### src/rtl/lperm_pkg.sv
package lperm_pkg;
    localparam int LANE_W     = 32;
    localparam int LANES      = 4;
    localparam int SEL_W      = $clog2(LANES);
    localparam int IMM_W      = LANES * SEL_W;
    localparam int VEC_W      = LANE_W * LANES;
    localparam int HALF_LANES = LANES / 2;
    localparam int HALF_W     = VEC_W / 2;

    typedef enum logic {
        OP_SHUF = 1'b0,
        OP_HMOV = 1'b1
    } op_e;

    typedef struct packed {
        logic             valid;
        logic [VEC_W-1:0] data;
    } res_t;

    // Element extraction used by the properties, separate from the mux tree
    function automatic logic [LANE_W-1:0] elem_at(input logic [VEC_W-1:0] v,
                                                  input logic [SEL_W-1:0] idx);
        return v[idx*LANE_W +: LANE_W];
    endfunction
endpackage

### src/rtl/lperm_lane_mux.sv
module lperm_lane_mux #(
    parameter int LANE_W = lperm_pkg::LANE_W,
    parameter int LANES  = lperm_pkg::LANES,
    localparam int SEL_W = $clog2(LANES),
    localparam int VEC_W = LANE_W * LANES
) (
    input  logic [VEC_W-1:0]  vec,
    input  logic [SEL_W-1:0]  sel,
    output logic [LANE_W-1:0] lane
);
    always_comb begin
        lane = '0;
        for (int k = 0; k < LANES; k++) begin
            if (sel == SEL_W'(k)) begin
                lane = vec[k*LANE_W +: LANE_W];
            end
        end
    end
endmodule

### src/rtl/lperm_hmove.sv
module lperm_hmove #(
    parameter int VEC_W   = lperm_pkg::VEC_W,
    localparam int HALF_W = VEC_W / 2
) (
    input  logic [VEC_W-1:0] dst,
    input  logic [VEC_W-1:0] src,
    output logic [VEC_W-1:0] res
);
    // upper half of destination kept, upper half of source dropped low
    assign res = {dst[VEC_W-1:HALF_W], src[VEC_W-1:HALF_W]};
endmodule

### src/rtl/lperm_stage.sv
module lperm_stage
    import lperm_pkg::*;
(
    input  logic             clk,
    input  logic             rst,
    input  logic             nxt_valid,
    input  logic [VEC_W-1:0] nxt_data,
    output res_t             held
);
    always_ff @(posedge clk) begin
        if (rst) begin
            held <= '0;
        end else begin
            held.valid <= nxt_valid;
            if (nxt_valid) begin
                held.data <= nxt_data;
            end
        end
    end

    AST_RESET_CLEAR: assert property (@(posedge clk)
        rst |=> (!held.valid && held.data == '0));
    AST_VALID_SET: assert property (@(posedge clk) disable iff (rst)
        nxt_valid |=> held.valid);
    AST_VALID_DROP: assert property (@(posedge clk) disable iff (rst)
        !nxt_valid |=> !held.valid);
    AST_IDLE_HOLD: assert property (@(posedge clk) disable iff (rst)
        !nxt_valid |=> $stable(held.data));
endmodule

### src/rtl/lane_permute_unit.sv
module lane_permute_unit
    import lperm_pkg::*;
(
    input  logic             clk,
    input  logic             rst,
    input  logic             in_valid,
    input  logic             in_op,
    input  logic [IMM_W-1:0] in_imm,
    input  logic [VEC_W-1:0] in_dst,
    input  logic [VEC_W-1:0] in_src,
    output logic             out_valid,
    output logic [VEC_W-1:0] out_data
);
    op_e              op;
    logic [VEC_W-1:0] shuf_vec;
    logic [VEC_W-1:0] hmov_vec;
    logic [VEC_W-1:0] nxt_vec;
    res_t             held;

    assign op = op_e'(in_op);

    // Low result lanes draw on the destination, high lanes on the source
    for (genvar k = 0; k < LANES; k++) begin : g_lane
        if (k < HALF_LANES) begin : g_from_dst
            lperm_lane_mux #(.LANE_W(LANE_W), .LANES(LANES)) i_mux (
                .vec  (in_dst),
                .sel  (in_imm[k*SEL_W +: SEL_W]),
                .lane (shuf_vec[k*LANE_W +: LANE_W])
            );
        end else begin : g_from_src
            lperm_lane_mux #(.LANE_W(LANE_W), .LANES(LANES)) i_mux (
                .vec  (in_src),
                .sel  (in_imm[k*SEL_W +: SEL_W]),
                .lane (shuf_vec[k*LANE_W +: LANE_W])
            );
        end
    end

    lperm_hmove #(.VEC_W(VEC_W)) i_hmove (
        .dst (in_dst),
        .src (in_src),
        .res (hmov_vec)
    );

    assign nxt_vec = (op == OP_HMOV) ? hmov_vec : shuf_vec;

    lperm_stage i_stage (
        .clk       (clk),
        .rst       (rst),
        .nxt_valid (in_valid),
        .nxt_data  (nxt_vec),
        .held      (held)
    );

    assign out_valid = held.valid;
    assign out_data  = held.data;

    AST_LOW_LANE0: assert property (@(posedge clk) disable iff (rst)
        (in_valid && in_op == 1'b0) |=>
        out_data[LANE_W-1:0] == $past(elem_at(in_dst, in_imm[SEL_W-1:0])));
    AST_LOW_LANE1: assert property (@(posedge clk) disable iff (rst)
        (in_valid && in_op == 1'b0) |=>
        out_data[LANE_W +: LANE_W] == $past(elem_at(in_dst, in_imm[SEL_W +: SEL_W])));
    AST_HIGH_LANE_TOP: assert property (@(posedge clk) disable iff (rst)
        (in_valid && in_op == 1'b0) |=>
        out_data[VEC_W-1 -: LANE_W] == $past(elem_at(in_src, in_imm[IMM_W-1 -: SEL_W])));
    AST_HALF_MOVE_LOW: assert property (@(posedge clk) disable iff (rst)
        (in_valid && in_op == 1'b1) |=>
        out_data[HALF_W-1:0] == $past(in_src[VEC_W-1:HALF_W]));
    AST_HALF_MOVE_HIGH: assert property (@(posedge clk) disable iff (rst)
        (in_valid && in_op == 1'b1) |=>
        out_data[VEC_W-1:HALF_W] == $past(in_dst[VEC_W-1:HALF_W]));
    AST_BCAST_PAIRS: assert property (@(posedge clk) disable iff (rst)
        (in_valid && in_op == 1'b0 && in_imm == IMM_W'(8'h55)) |=>
        (out_data[LANE_W-1:0] == out_data[LANE_W +: LANE_W] &&
         out_data[VEC_W-1 -: LANE_W] == out_data[VEC_W-1-LANE_W -: LANE_W]));
endmodule

### config.mk
export PLATFORM = sky130hd
export DESIGN_NAME = lane_permute_unit
export DESIGN_NICKNAME = d
export VERILOG_FILES = /design/src/rtl/lperm_pkg.sv /design/src/rtl/lperm_lane_mux.sv /design/src/rtl/lperm_hmove.sv /design/src/rtl/lperm_stage.sv /design/src/rtl/lane_permute_unit.sv
export SDC_FILE = /design/constraint.sdc
export NUM_CORES = 1
export LEC_CHECK = 0
export BUFFER_PORTS_ARGS = -buffer_cell sky130_fd_sc_hd__buf_2
export CAP_MARGIN = 20
export CORE_AREA = 2 2 156 158
export CTS_CLUSTER_DIAMETER = 200
export CTS_CLUSTER_SIZE = 20
export DETAILED_ROUTE_END_ITERATION = 10
export DIE_AREA = 0 0 158 160
export GPL_ROUTABILITY_DRIVEN = 0
export GPL_TIMING_DRIVEN = 1
export HOLD_SLACK_MARGIN = 0.02
export PLACE_DENSITY = 0.76
export SETUP_SLACK_MARGIN = 0.1
export SLEW_MARGIN = 20
export SYNTH_ARGS = -nofsm -noshare
export SYNTH_HDL_FRONTEND = slang
export SYNTH_HIERARCHICAL = 1
export SYNTH_SLANG_ARGS = --single-unit
### constraint.sdc
create_clock -name clk -period 2.1 [get_ports clk]
set_input_delay 0.42 -clock clk [delete_from_list [all_inputs] [get_ports clk]]
set_output_delay 0.42 -clock clk [all_outputs]
set_load 0.01 [all_outputs]
### Word level (Yosys, flattened, before mapping)

Cells that the tools add are included.

* equality and inequality tests: 12
* muxes and demuxes: 17
* reductions and logical operators: 4

Operators with widths (count)
* two-way mux 32 bit: 16
* two-way mux 128 bit: 1
* equality test 2 bit, second input constant: 8
* equality test 2 x 1 -> 1 bit, second input constant: 4
* zero test 2 bit: 4

* bits in registers: 129
* input port bits: 268
* word-level logic and storage cells: 35

### Depth between registers and ports, before layout

* depth in word-level cells: 6
* gate-level depth with buffers: 6

### Hierarchy

Netlist, hierarchy kept.

By module, submodules not included
* lperm_stage: instances 1, cells an instance 415, area an instance 4667.0 sq um
* lperm_lane_mux: instances 4, cells an instance 39, area an instance 814.5 sq um
* lane_permute_unit: instances 1, cells an instance 142, area an instance 1619.1 sq um
* lperm_hmove: instances 1, cells an instance 128, area an instance 960.9 sq um

### Worst setup path after synthesis

Ideal clock, no wire load.

* path kind: input to register
* start point: input port in_imm[0]
* end point: register, netlist name i_stage/held[16]
* arrival time: 1582 ps
* path slack: 391 ps
* stages: 6
* path buffers: 2
* cells stage by stage: buf_6 buf_12 mux4_2 mux2_2 mux2i_1 nor2_1

* cells in the longest elaborated chain, start to end: 6
* elaborated cells between the ends (all ways): 9
* those cells by class: 3 x eq/ne; 5 x mux; 1 x reduce/logical

RTL lines
* start: declaration: RTL line lane_permute_unit.sv:8 `input logic [IMM_W-1:0] in_imm,`
* zero test 2 bit: RTL line lperm_lane_mux.sv:14 `if (sel == SEL_W'(k)) begin`
* two-way mux 32 bit (3 in series): RTL line lperm_lane_mux.sv:14
* two-way mux 32 bit (*): RTL line lperm_lane_mux.sv:14
* named net shuf_vec[16]: RTL line lane_permute_unit.sv:15 `logic [VEC_W-1:0] shuf_vec;`
* two-way mux 128 bit (*): RTL line lane_permute_unit.sv:45 `assign nxt_vec = (op == OP_HMOV) ? hmov_vec : shuf_vec;`
* named net nxt_vec[16]: RTL line lane_permute_unit.sv:17 `logic [VEC_W-1:0] nxt_vec;`

The timed path passes the listed nets; every way through them passes the cells marked *.
A chain may end at the register's enable or synchronous reset.

### Worst setup path after layout

* start point: input port in_imm[4]
* end point: register, netlist name i_stage/held[85]

* cells in the longest elaborated chain, start to end: 6
* elaborated cells between the ends (all ways): 9
* those cells by class: 3 x eq/ne; 5 x mux; 1 x reduce/logical

RTL lines (RTL line)
* zero test 2 bit: lperm_lane_mux.sv:14
* two-way mux 32 bit (3 in series): lperm_lane_mux.sv:14
* two-way mux 32 bit (*): lperm_lane_mux.sv:14
* named net shuf_vec[85]: lane_permute_unit.sv:15
* two-way mux 128 bit (*): lane_permute_unit.sv:45
* named net nxt_vec[85]: lane_permute_unit.sv:17

Marks and branches as above.

==> impl_metrics.env <==
export IMPL_fp_dieW_um=158
export IMPL_routed_wl_mm=30.4
export IMPL_hold_viol=0
export IMPL_largest_register_ffs=129
export IMPL_grt_pass1_vias=8330
export IMPL_crit_buf_inv=2
export IMPL_synthDistinctLibCells=14
export IMPL_hpwl_mm=22.0
export IMPL_reg2reg_depth=2
export IMPL_worstHoldPathCells=4
export IMPL_cts_tree="yes"
export IMPL_fin_area_mm2=0.0121
export IMPL_outcome="finished clean"
export IMPL_most_common_layout_cells="buf_2 (393), dfxtp_1 (129), mux2_2 (128), mux2i_1 (128), nor2_1 (128)"
export IMPL_crit_fanout=18
export IMPL_ctsLongestPathBuffers=2
export IMPL_io_buffer_count=396
export IMPL_r2r_end="i_stage/held[106]$_SDFFE_PP0P_"
export IMPL_dieArea_mm2=0.0253
export IMPL_synth_area_mm2=0.0105
export IMPL_top_regs="i_stage/held: 129 flops"
export IMPL_htree_levels=4
export IMPL_ys_seq_elements=129
export IMPL_routedWlPerCell_um=21.4
export IMPL_cts_root_buf="clkbuf_16"
export IMPL_layout_commonest_cell="buf_2"
export IMPL_ctsHoldBuffers=0
export IMPL_drc=0
export IMPL_cp_endpoint="i_stage/held[85]$_SDFFE_PP0P_"
export IMPL_antenna_found_initial=3
export IMPL_grt_pass1_wl_mm=45.5
export IMPL_fmax_ghz=0.629
export IMPL_grt_total_usage=0.235
export IMPL_final_nets=1348
export IMPL_syn2layout_area_growth_pct=14.9
export IMPL_crit_path_top_delay_cell="mux4_2"
export IMPL_die_h_um=160
export IMPL_top_register="i_stage/held"
export IMPL_synth_nets=1109
export IMPL_netlist_instances=841
export IMPL_setup_viol=0
export IMPL_r2r_start="i_stage/held[106]$_SDFFE_PP0P_"
export IMPL_crit_type="input port to register"
export IMPL_ys_seq_area_frac=0.246
export IMPL_startpoint_type="input port"
export IMPL_synth_avg_cell_area_um2=12.5
export IMPL_clk_pin_slew_ps=60
export IMPL_start_util=0.441
export IMPL_holdCritPathClass="input port to register"
export IMPL_postCtsSetupBuffers=0
export IMPL_power_density_mw_per_mm2=636
export IMPL_holdWs_ps=409
export IMPL_path_depth=6
export IMPL_dpl_cell_area_mm2=0.0115
export IMPL_grt_overflow=0
export IMPL_cp_slowest_stage_delay_ps=520
export IMPL_num_vias=7944
export IMPL_min_period_ps=1590
export IMPL_rsz0062_at_grt="false"
export IMPL_pin_count=397
export IMPL_crit_start="in_imm[4]"
export IMPL_finClkSkew_ps=0
export IMPL_ir_drop_uv=457
export IMPL_reg2reg_slack_ps=1440
export IMPL_total_leakage_power_nw=5.57
export IMPL_numCtsBuffers=17
export IMPL_clk_latency_ps=400
export IMPL_drtAntennaViolNets=0
export IMPL_cts_resized_gates=0
export IMPL_critPathCaptureType="register"
export IMPL_yosys_warnings=6
export IMPL_maxSlewHeadroom=0.699
export IMPL_worstMarginPinSlew_ps=452
export IMPL_cts_sinks=129
export IMPL_cp_arrival_ps=1880
export IMPL_cp_data_required_time_ps=2390
export IMPL_finalSetupTns_ps=0
export IMPL_cp_cell_sequence="buf_2 > buf_12 > mux4_2 > mux2_2 > mux2i_1 > nor2_1"
export IMPL_drv_slew=0
export IMPL_core_area_mm2=0.0238
export IMPL_max_cap_viol_count=0
export IMPL_cp_top_family="multiplexers"
export IMPL_vias_per_cell=5.60
export IMPL_drt_iter0_drc=537
export IMPL_rows=57
export IMPL_layout_drive_gt1_share=0.638
export IMPL_period_share=0.757
export IMPL_drt_first_pass_iters=5
export IMPL_grt_max_degree=69
## logic make-up (layout without fill, tap and decap cells)
group | Yosys count | in the layout | synth area share
other cells | 0 | 2 | 0
simple gates | 129 | 129 | 0.0463
buf+inv | 199 | 450 | 0.171
mux | 384 | 384 | 0.536
flops | 129 | 129 | 0.246
## layer usage
| layer | GRT usage | part of all wire |
|---|---|---|
| met1 | 0.271 | 0.38 |
| met4 | 0.107 | 0.035 |
| met2 | 0.395 | 0.50 |
| met3 | 0.0741 | 0.083 |
| met5 | 0 | 0.00056 |
## worst min-delay path, delay by kind of cell
kind	cells	cell delay [ps]
buf+inv	1	90
simple gates	1	70
mux	2	200
## through the flow
stage | worst slack [ps] | power, mW | util | instances
2_1_floorplan | 391 | 4.34 | - | 841
3_3_place_gp | 154 | 4.83 | 0.484 | 1385
3_5_place_dp | 79.3 | 4.88 | 0.484 | 1385
4_1_cts | 513 | 7.73 | 0.507 | 1416
5_1_grt | 456 | 8.00 | 0.507 | 1418
6_report | 510 | 7.67 | 0.507 | 1418
## cell usage after synthesis
cell type | instances | area [um^2]
buf_4 | 130 | 976
dfxtp_1 | 129 | 2580
mux2_2 | 128 | 1440
mux2i_1 | 128 | 1280
nor2_1 | 128 | 480
mux4_2 | 120 | 2700
buf_12 | 23 | 460
buf_2 | 14 | 70.1
clkbuf_1 | 12 | 45.0
buf_6 | 11 | 124
clkbuf_8 | 8 | 110
mux4_1 | 8 | 210
buf_8 | 1 | 15.0
nor2b_1 | 1 | 6.26
## worst min path at each step
stage                                        from                        endpoint  slack [ps]
detailed placement  i_stage/held[79]$_SDFFE_PP0P_   i_stage/held[79]$_SDFFE_PP0P_         480
finish                                 in_src[83]   i_stage/held[19]$_SDFFE_PP0P_         410
global route                          in_dst[117]  i_stage/held[117]$_SDFFE_PP0P_         400
floorplan            i_stage/held[0]$_SDFFE_PP0P_    i_stage/held[0]$_SDFFE_PP0P_         530
CTS                                    in_dst[64]   i_stage/held[64]$_SDFFE_PP0P_         380
global placement    i_stage/held[75]$_SDFFE_PP0P_   i_stage/held[75]$_SDFFE_PP0P_         470
## report_power, final
part           internal [mW]  switching (mW)
registers               2.64           0.100
logic                   1.16           0.954
clock network           1.62            1.20
## final cells by class
class                           instances  area (um^2)
Multi-Input combinational cell        513         6120
Antenna cell                            2         5.00
Sequential cell                       129         2580
Clock buffer                           18          429
Clock inverter                         13          115
Fill cell                            2163        11700
Tap cell                              324          405
Timing Repair Buffer                  419         2420
Note: power is estimated with default switching activity, not from simulation.
